==> src/rtl/ind_seq_pkg.sv <==
package ind_seq_pkg;

    localparam int ADDR_W       = 64;
    localparam int DATA_W       = 64;
    localparam int DP_ADDR_W    = 32;
    localparam int IND_FLAG_BIT = 63;
    localparam int FORM_BIT     = 60;
    localparam int DONE_BIT     = 31;
    localparam int ERR_HI       = 30;
    localparam int ERR_LO       = 28;
    localparam int ERR_W        = ERR_HI - ERR_LO + 1;
    localparam int FIELD_W      = 16;
    localparam int RELOC_W      = 12;
    localparam int RELOC_SRC_LO = 32;

    localparam logic [ERR_W-1:0]  ERR_OCCUPIED   = ERR_W'(1);
    localparam logic [DATA_W-1:0] POLL_ADDR_MASK = 64'h001F_FFFF_0000_0000;
    localparam logic [DATA_W-1:0] POLL_DATA_MASK = 64'h0000_0000_0000_FFFF;

    typedef enum logic [2:0] {
        RC_OK          = 3'd0,
        RC_BUS         = 3'd1,
        RC_IND_FAIL    = 3'd2,
        RC_IND_TIMEOUT = 3'd3,
        RC_RD_REJECT   = 3'd4,
        RC_DATA_REJECT = 3'd5
    } rc_e;

    typedef enum logic [1:0] {K_DIRECT, K_POLLED, K_WONLY, K_REJECT} kind_e;
    typedef enum logic [1:0] {PH_SINGLE, PH_SETUP, PH_POLL} phase_e;
    typedef enum logic [1:0] {S_IDLE, S_ISSUE, S_WAIT, S_RESP} state_e;

    typedef struct packed {
        logic                 write;
        logic [DP_ADDR_W-1:0] addr;
        logic [DATA_W-1:0]    data;
    } dp_cmd_t;

    typedef struct packed {
        logic               done;
        logic [ERR_W-1:0]   err;
        logic [FIELD_W-1:0] field;
    } stat_t;

    function automatic logic [DATA_W-1:0] pack_polled(logic [ADDR_W-1:0] addr,
                                                      logic [DATA_W-1:0] wdata,
                                                      logic              rd);
        logic [DATA_W-1:0] w;
        w = (wdata & POLL_DATA_MASK) | (addr & POLL_ADDR_MASK);
        w[DATA_W-1] = rd;
        return w;
    endfunction

    function automatic logic [DATA_W-1:0] pack_wonly(logic [ADDR_W-1:0] addr,
                                                     logic [DATA_W-1:0] wdata);
        return wdata | {addr[RELOC_SRC_LO+RELOC_W-1:RELOC_SRC_LO], {(DATA_W-RELOC_W){1'b0}}};
    endfunction

endpackage

==> src/rtl/ind_seq_decode.sv <==
module ind_seq_decode
    import ind_seq_pkg::*;
(
    input  logic              write,
    input  logic [ADDR_W-1:0] addr,
    input  logic [DATA_W-1:0] wdata,
    output kind_e             kind,
    output rc_e               reject_code,
    output dp_cmd_t           first_cmd
);

    always_comb begin
        kind            = K_DIRECT;
        reject_code     = RC_OK;
        first_cmd.write = write;
        first_cmd.addr  = addr[DP_ADDR_W-1:0];
        first_cmd.data  = wdata;
        if (addr[IND_FLAG_BIT]) begin
            if (!addr[FORM_BIT]) begin
                kind            = K_POLLED;
                first_cmd.write = 1'b1;
                first_cmd.addr  = {1'b0, addr[DP_ADDR_W-2:0]};
                first_cmd.data  = pack_polled(addr, wdata, !write);
            end else if (!write) begin
                kind        = K_REJECT;
                reject_code = RC_RD_REJECT;
            end else if (wdata[DATA_W-1:DATA_W-RELOC_W] != '0) begin
                kind        = K_REJECT;
                reject_code = RC_DATA_REJECT;
            end else begin
                kind           = K_WONLY;
                first_cmd.data = pack_wonly(addr, wdata);
            end
        end
    end

endmodule

==> src/rtl/ind_seq_status.sv <==
module ind_seq_status
    import ind_seq_pkg::*;
(
    input  stat_t             st,
    input  logic              is_read,
    input  logic              last_poll,
    output logic              finish,
    output rc_e               code,
    output logic [DATA_W-1:0] rdata
);

    logic hit;
    logic stop;

    always_comb begin
        hit    = st.done || (st.err != '0);
        stop   = is_read ? (hit && (st.err != ERR_OCCUPIED)) : hit;
        finish = stop || last_poll;
    end

    always_comb begin
        rdata = '0;
        if (st.err != '0) begin
            code = RC_IND_FAIL;
        end else if (!st.done) begin
            code = RC_IND_TIMEOUT;
        end else begin
            code = RC_OK;
            if (is_read) rdata = {{(DATA_W-FIELD_W){1'b0}}, st.field};
        end
    end

endmodule

==> src/rtl/ind_seq_timer.sv <==
module ind_seq_timer #(
    parameter int unsigned TICKS = 2000
) (
    input  logic clk,
    input  logic rst,
    input  logic start,
    output logic expired
);

    localparam int CW = (TICKS > 1) ? $clog2(TICKS) : 1;

    logic [CW-1:0] cnt;
    logic          run;

    always_ff @(posedge clk) begin
        if (rst) begin
            run <= 1'b0;
            cnt <= '0;
        end else if (start) begin
            run <= 1'b1;
            cnt <= CW'(TICKS - 1);
        end else if (run) begin
            if (cnt == '0) run <= 1'b0;
            else           cnt <= cnt - 1'b1;
        end
    end

    assign expired = run && (cnt == '0);

    AST_TIMER_START_IDLE: assert property (@(posedge clk) disable iff (rst)
        start |-> !run);

endmodule

==> src/rtl/ind_reg_seq.sv <==
module ind_reg_seq
    import ind_seq_pkg::*;
#(
    parameter int unsigned CLK_MHZ  = 200,
    parameter int unsigned POLL_US  = 10,
    parameter int unsigned LIMIT_US = 100
) (
    input  logic                 clk,
    input  logic                 rst,
    input  logic                 req_valid,
    input  logic                 req_write,
    input  logic [ADDR_W-1:0]    req_addr,
    input  logic [DATA_W-1:0]    req_wdata,
    output logic                 req_ready,
    output logic                 done_valid,
    output logic [2:0]           done_code,
    output logic [DATA_W-1:0]    done_rdata,
    output logic                 dp_req,
    output logic                 dp_write,
    output logic [DP_ADDR_W-1:0] dp_addr,
    output logic [DATA_W-1:0]    dp_wdata,
    input  logic                 dp_resp,
    input  logic [DATA_W-1:0]    dp_rdata,
    input  logic                 dp_err
);

    localparam int unsigned WAIT_TICKS = CLK_MHZ * POLL_US;
    localparam int unsigned MAX_POLLS  = LIMIT_US / POLL_US + 1;
    localparam int          PCW        = $clog2(MAX_POLLS + 1);

    state_e            state;
    phase_e            phase;
    dp_cmd_t           cmd;
    logic              is_read;
    logic [PCW-1:0]    poll_cnt;
    rc_e               rc_q;
    logic [DATA_W-1:0] rdata_q;

    kind_e             dec_kind;
    rc_e               dec_reject;
    dp_cmd_t           dec_cmd;
    stat_t             st_in;
    logic              st_finish;
    rc_e               st_code;
    logic [DATA_W-1:0] st_rdata;
    logic              last_poll;
    logic              timer_start;
    logic              timer_expired;

    ind_seq_decode u_decode (
        .write       (req_write),
        .addr        (req_addr),
        .wdata       (req_wdata),
        .kind        (dec_kind),
        .reject_code (dec_reject),
        .first_cmd   (dec_cmd)
    );

    assign st_in = '{done:  dp_rdata[DONE_BIT],
                     err:   dp_rdata[ERR_HI:ERR_LO],
                     field: dp_rdata[FIELD_W-1:0]};
    assign last_poll = (poll_cnt == PCW'(MAX_POLLS - 1));

    ind_seq_status u_status (
        .st        (st_in),
        .is_read   (is_read),
        .last_poll (last_poll),
        .finish    (st_finish),
        .code      (st_code),
        .rdata     (st_rdata)
    );

    assign timer_start = (state == S_ISSUE) && dp_resp && !dp_err &&
                         (phase == PH_POLL) && !st_finish;

    ind_seq_timer #(.TICKS(WAIT_TICKS)) u_timer (
        .clk     (clk),
        .rst     (rst),
        .start   (timer_start),
        .expired (timer_expired)
    );

    always_ff @(posedge clk) begin
        if (rst) begin
            state    <= S_IDLE;
            phase    <= PH_SINGLE;
            cmd      <= '0;
            is_read  <= 1'b0;
            poll_cnt <= '0;
            rc_q     <= RC_OK;
            rdata_q  <= '0;
        end else begin
            case (state)
                S_IDLE: begin
                    if (req_valid) begin
                        is_read  <= !req_write;
                        poll_cnt <= '0;
                        rdata_q  <= '0;
                        if (dec_kind == K_REJECT) begin
                            rc_q  <= dec_reject;
                            state <= S_RESP;
                        end else begin
                            cmd   <= dec_cmd;
                            phase <= (dec_kind == K_POLLED) ? PH_SETUP : PH_SINGLE;
                            state <= S_ISSUE;
                        end
                    end
                end
                S_ISSUE: begin
                    if (dp_resp) begin
                        if (dp_err) begin
                            rc_q    <= RC_BUS;
                            rdata_q <= '0;
                            state   <= S_RESP;
                        end else begin
                            case (phase)
                                PH_SINGLE: begin
                                    rc_q    <= RC_OK;
                                    rdata_q <= cmd.write ? '0 : dp_rdata;
                                    state   <= S_RESP;
                                end
                                PH_SETUP: begin
                                    phase     <= PH_POLL;
                                    cmd.write <= 1'b0;
                                end
                                default: begin
                                    if (st_finish) begin
                                        rc_q    <= st_code;
                                        rdata_q <= st_rdata;
                                        state   <= S_RESP;
                                    end else begin
                                        poll_cnt <= poll_cnt + 1'b1;
                                        state    <= S_WAIT;
                                    end
                                end
                            endcase
                        end
                    end
                end
                S_WAIT: begin
                    if (timer_expired) state <= S_ISSUE;
                end
                default: state <= S_IDLE;
            endcase
        end
    end

    assign req_ready  = (state == S_IDLE);
    assign dp_req     = (state == S_ISSUE);
    assign dp_write   = cmd.write;
    assign dp_addr    = cmd.addr;
    assign dp_wdata   = cmd.data;
    assign done_valid = (state == S_RESP);
    assign done_code  = rc_q;
    assign done_rdata = rdata_q;

    AST_IDLE_QUIET: assert property (@(posedge clk) disable iff (rst)
        req_ready |-> (!dp_req && !done_valid));

    AST_REQ_HOLD: assert property (@(posedge clk) disable iff (rst)
        (dp_req && !dp_resp) |=> (dp_req && $stable(dp_addr) && $stable(dp_write) && $stable(dp_wdata)));

    AST_DONE_ONE_CYCLE: assert property (@(posedge clk) disable iff (rst)
        done_valid |=> (!done_valid && req_ready));

    AST_POLL_BOUND: assert property (@(posedge clk) disable iff (rst)
        (state == S_WAIT) |-> (poll_cnt < PCW'(MAX_POLLS)));

    AST_REJECT_NO_ACCESS: assert property (@(posedge clk) disable iff (rst)
        (done_valid && (done_code == RC_RD_REJECT || done_code == RC_DATA_REJECT)) |-> $past(req_ready));

    AST_BUS_STOP: assert property (@(posedge clk) disable iff (rst)
        (dp_req && dp_resp && dp_err) |=> (done_valid && done_code == RC_BUS));

endmodule

==> config.mk <==
export PLATFORM = sky130hd
export DESIGN_NAME = ind_reg_seq
export DESIGN_NICKNAME = d
export VERILOG_FILES = /design/src/rtl/ind_seq_pkg.sv /design/src/rtl/ind_seq_decode.sv /design/src/rtl/ind_seq_status.sv /design/src/rtl/ind_seq_timer.sv /design/src/rtl/ind_reg_seq.sv
export SDC_FILE = /design/constraint.sdc
export NUM_CORES = 1
export LEC_CHECK = 0
export ABC_AREA = 1
export BUFFER_PORTS_ARGS = -buffer_cell sky130_fd_sc_hd__buf_2
export CAP_MARGIN = 20
export CORE_MARGIN = 5
export CORE_UTILIZATION = 46
export CTS_CLUSTER_DIAMETER = 40
export DETAILED_ROUTE_END_ITERATION = 10
export PLACE_DENSITY_LB_ADDON = 0.1
export SYNTH_ARGS = -nofsm -noshare
export SYNTH_HDL_FRONTEND = slang
export SYNTH_HIERARCHICAL = 1
export SYNTH_SLANG_ARGS = --single-unit
==> constraint.sdc <==
create_clock -name clk -period 1.6 [get_ports clk]
set_input_delay 0 -clock clk [delete_from_list [all_inputs] [get_ports clk]]
set_output_delay 0 -clock clk [all_outputs]
set_load 0.05 [all_outputs]
After elaboration in Yosys (flattened, before gate mapping)
Cells that the tools add are included.

Output and inout bits: 167. Bits in registers: 185. Input port bits: 198. Logic and storage cells: 134.

Equal/unequal tests: 21. $add $sub $neg: 2. Bitwise gates (word level): 4. Reductions and logical operators: 29. Mux-type cells: 66.

Operators by type and width (number): $mux W64 (10); $mux W97 (3); $pmux W64 S2 (2); $or A64 B64 Y64 (1); $or A16 B53 Y53 (1); $mux W11 (3); $mux W33 (1); $mux W3 (10); $mux W2 (14); $mux W4 (5); $reduce_and A6 Y1 (3); $mux W16 (1); $ne A2 B2 Y1 const B (7); $pmux W3 S2 (2); $reduce_bool A12 Y1 (1); $logic_not A11 Y1 (1); $sub A11 B1 Y11 const B (1); $mux W1 (10); $eq A2 B2 Y1 const B (4); $pmux W2 S2 (2); $pmux W4 S2 (1); $eq A2 B1 Y1 const B (3); $logic_and A1 B1 Y1 (6); $ne A2 B1 Y1 const B (3); 18 further kinds (27).

Logic depth before layout (Yosys ltp)
Depth in word-level cells: 10. Depth in mapped cells: 15. Depth with buffers taken out: 14.

Modules after synthesis
The synthesis kept the hierarchy.

Modules (own cells, without submodules): ind_reg_seq (area each 7652.3 µm², cells an instance 1134, times used 1, sequential area each 3463.3 µm²); ind_seq_decode (area each 1197.4 µm², cells an instance 241, times used 1, sequential area each 0.0 µm²); ind_seq_timer (area each 742.0 µm², cells an instance 120, times used 1, sequential area each 240.2 µm²); ind_seq_status (area each 648.1 µm², cells an instance 100, times used 1, sequential area each 0.0 µm²).

Least setup slack after synthesis
No wires, ideal clock.

Path type: reg-to-reg. Start: reg state[0]. End: reg cmd (netlist bit dp_addr[10]). Data arrival time: 1.877 ns. Slack: -0.394 ns. Cell stages (with the launch flop): 10. Buffers on the path: 3. Library setup time: 0.116 ns. Path through: dfxtp_1 buf_4 nor2_2 nand2_1 nor2_4 inv_2 buf_4 buf_2 nor2_1 nor2_1.

Longest elaborated chain between the ends: 2.

Ends and longest elaborated chain: start: declaration (line ind_reg_seq.sv:31) `state_e state;`; start signal: assignment (line ind_reg_seq.sv:85) `state <= S_IDLE;`; start signal: assignment (line ind_reg_seq.sv:101) `state <= S_RESP;`; start signal: assignment (line ind_reg_seq.sv:105) `state <= S_ISSUE;`; $logic_not A2 Y1; via req_ready (line ind_reg_seq.sv:14) `output logic req_ready,`; $reduce_and A3 Y1 (no source line); end signal: assignment (line ind_reg_seq.sv:103) `cmd <= dec_cmd;`; end: declaration (line ind_reg_seq.sv:33) `dp_cmd_t cmd;`.

The timed path passes the listed nets, and every way through them passes these cells. A chain may end at the register's enable or synchronous reset.

Worst setup path in the final report
Start: reg poll_cnt[0]. End: reg rdata_q[33], in the netlist done_rdata[33].

Longest elaborated chain between the ends: 4.

Ends and longest elaborated chain: start: declaration (line ind_reg_seq.sv:35) `logic [PCW-1:0] poll_cnt;`; start signal: assignment (line ind_reg_seq.sv:132) `poll_cnt <= poll_cnt + 1'b1;`; $eq A4 B4 Y1 (line ind_reg_seq.sv:62) `assign last_poll = (poll_cnt == PCW'(MAX_POLLS - 1));`; via last_poll (line ind_reg_seq.sv:46) `logic last_poll;`; $logic_or A1 B1 Y1 (line ind_seq_status.sv:18) `finish = stop || last_poll;`; via st_finish (line ind_reg_seq.sv:43) `logic st_finish;`; $ne A4 B1 Y1 (no source line); $reduce_and A5 Y1 (no source line); end signal: assignment (line ind_reg_seq.sv:119) `rdata_q <= cmd.write ? '0 : dp_rdata;`; end signal: assignment (line ind_reg_seq.sv:129) `rdata_q <= st_rdata;`; end: declaration (line ind_reg_seq.sv:37) `logic [DATA_W-1:0] rdata_q;`.

The timed path passes the listed nets, and every way through them passes these cells.

==> impl_metrics.tcl <==
set metrics [dict create \
    synth_cell_types 31 \
    crit_path_end_kind "flip-flop" \
    crit_chain "inv_2, ha_2, nand2_1, nor2_1, inv_1, nand2_2, inv_2, nand2_2, nor2_4, nor2_4, buf_6, nand2_8, buf_12, clkinv_8, nor2_1, nor2_1" \
    startpoint "poll_cnt[0]$_SDFFE_PP0P_" \
    arrival_ps 2110 \
    regArea_um2 3710 \
    crit_required_ps 1930 \
    postSynthAreaPerCell_um2 6.420 \
    cp_common_cell "nor2_1" \
    rsz0062_at_grt "true" \
    cts.sinks 185 \
    max_stage_delay_ps 330 \
    syn_inst 1595 \
    r2r_start "poll_cnt[0]$_SDFFE_PP0P_" \
    drive_gt1_share_pct 28.91 \
    clk_latency_ps 430 \
    pre_cts_ws_ps -374.0 \
    via_per_inst 4.965 \
    yosysTopAreaCell "dfxtp_1" \
    pwr-share-seq_pct 29.4 \
    num_vias 11580 \
    path_clk_slew_ps 70 \
    ys_top_cells_by_area "dfxtp_1, nor2_1, nand2_1, buf_4, o21ai_0" \
    cts_root_buffer "clkbuf_16" \
    startpoint_type "flip-flop" \
    ctsHtreeMaxLevel 4 \
    drt-initial-drc-count 903 \
    slew_viol_final 0 \
    dr.pass1.iters 5 \
    synth_top_area_share_pct 36.17 \
    grt_max_degree 63 \
    cts_tree "done" \
    maxCapViolations 0 \
    die_w_um 159.2 \
    hold_class "in -> reg" \
    slowest_stage "dfxtp_2" \
    period_needed_ps 1789 \
    clockBufferDepth 2 \
    final_hold_viol_count 0 \
    initial_core_util_pct 46.78 \
    wire_per_inst_um 15.27 \
    drc_errors 0 \
    grt_pass1_vias 11110 \
    gr-total-overflow 0 \
    place_hpwl_mm 22.46 \
    syn_to_final_growth_pct 43.32 \
    dieArea_um2 25340 \
    synth_edf_count 0 \
    coreArea_um2 21890 \
    ys.flop_type "dfxtp_1" \
    final.period_utilization_pct 111.8 \
    final_nets 2238 \
    ys_seq_area_share_pct 36.17 \
    io_buffers 355 \
    critPathKind "reg -> reg" \
    switching_share_pct 44.50 \
    p_total_w 0.02005 \
    power_frac_comb_pct 47.1 \
    ys_seq_elements 185 \
    grt_pass1_wl_mm 57.11 \
    synth_area_um2 10240 \
    nFillCells 1962 \
    pwr_density_cell_nw_per_um2 1366 \
    internal_power_w 0.01113 \
    worstPathMaxFanout 6 \
    clkPwrFrac_pct 23.5 \
    max_freq_ghz 0.5591 \
    finalSetupViolations 80 \
    final.setup_skew_ps 12.55 \
    gp_routability_congestion 0.8384 \
    cts_buffers 17 \
    async_flop_share_pct 0 \
    layout_common_cells "buf_2, nor2_1, nand2_1, dfxtp_1, dlygate4sd3_1" \
    wl_mm 35.61 \
    fp-row-count 54 \
    multi_input_area_um2 5384 \
    die_y_um 159.2 \
    violations "setup timing" \
    antenna_found_initial 4 \
    layout_setup_ws_ps -188.5 \
    status "finished with violations" \
    p_leak_nw 7.727 \
    final_common_cell "buf_2" \
    track_usage_pct 26.79 \
    hp-start "dp_rdata[36]" \
    p_switching_w 0.008923 \
    ant_nets 0 \
    ir_worst_vdd_v 0.0008160 \
    ys_warn_count 6 \
    ios 365 \
]
[through the flow]
| stage | cells | util [%] | hold WS (ps) | setup TNS [ps] | area (um2) |
|---|---|---|---|---|---|
| after global routing | 2332 | 67.04 | 31.26 | -22300 | 14680 |
| after CTS | 2326 | 66.04 | 0.9723 | -7995 | 14460 |
| after floorplan | 1643 | - | 61.65 | -2766 | 10510 |
| final | 2332 | 67.04 | 7.395 | -9865 | 14680 |
| after detailed placement | 2152 | 54.81 | 227.0 | -25910 | 12000 |
| after global placement | 2152 | 54.81 | 219.8 | -23160 | 12000 |
[sequential cells by signal, summed over array words and instances (netlist names)]
register and cells:
poll_cnt 4, done_rdata 64, phase 2, dp_write 1
u_timer/cnt 11, done_code 3, state 2, dp_wdata 64
is_read 1, dp_addr 32, u_timer/run 1
[per-layer routing]
metal,part of all wire (%),vias to the layer above,global-route usage [%]
li1,-,5786,-
met2,48,432,44.99
met4,3.3,0,10.55
met5,0,-,0
met1,41,5292,32.86
met3,7.3,69,6.963
[power by group through the flow]
| stage | logic (W) | clock network [W] | registers [W] |
|---|---|---|---|
| 6_report | 0.00944 | 0.00472 | 0.00589 |
| 2_1_floorplan | 0.00348 | 0 | 0.00851 |
| 4_1_cts | 0.00919 | 0.00480 | 0.00586 |
| 3_5_place_dp | 0.00800 | 0 | 0.00590 |
| 5_1_grt | 0.0101 | 0.00500 | 0.00598 |
| 3_3_place_gp | 0.00792 | 0 | 0.00590 |
[cells in the mapped netlist (12+ instances only)]
library cell  number
o211ai_1          55
nand4_1           15
buf_2             25
nor2_2            15
nand2_1          338
o21ai_0          105
nor2_1           403
clkbuf_1          50
o21ai_1           12
nand3_1          100
a21oi_1           33
buf_4            115
dfxtp_1          185
inv_1             97
[repair_timing]
item	in CTS	in global routing
endpoints found under the hold margin	107	0
setup buffers	8	0
cloned	13	3
hold buffers	122	0
gates resized for setup	92	47
pin swaps	21	18
setup endpoints to repair	93	124
[worst paths after layout]
check,endpoint,slack (ps),cells after the start
worst max-delay path,done_rdata[33]$_SDFFE_PP0P_,-190,16
worst min-delay path,done_rdata[36]$_SDFFE_PP0P_,7,5
worst max register to register,done_rdata[33]$_SDFFE_PP0P_,-190,16
worst min register to register,done_rdata[35]$_SDFFE_PP0P_,470,2
[worst max-delay path: cells and delay by family (launching register included)]
family,cells,cell delay [ps]
adders and majority gates,1,160
buffers and inverters,6,580
DFF,1,330
and+or+nand+nor,9,590
[cell families (layout without fill, tap and decap cells)]
kind of cell / count (synthesis) / count (layout) / share of synthesized area (%)
buf+inv: 304 / 709 / 16.19
other cells: 2 / 54 / 0.07334
xor+xnor: 1 / 1 / 0.08555
flops: 185 / 185 / 36.17
simple gates: 887 / 887 / 35.13
fa+ha+maj: 4 / 4 / 0.4888
compound gates: 212 / 212 / 11.86
[final cells by class]
type                       count  area share, %
antenna                        4        0.06821
clock buffer                  18          2.924
clock inverter                13          1.475
inverter                     105          2.839
multi-input combinational   1154          36.69
sequential                   185          25.28
tap                          280          2.387
timing repair buffer         566          27.50
timing repair inverter         7         0.8441
(Power assumes the default switching activity.)
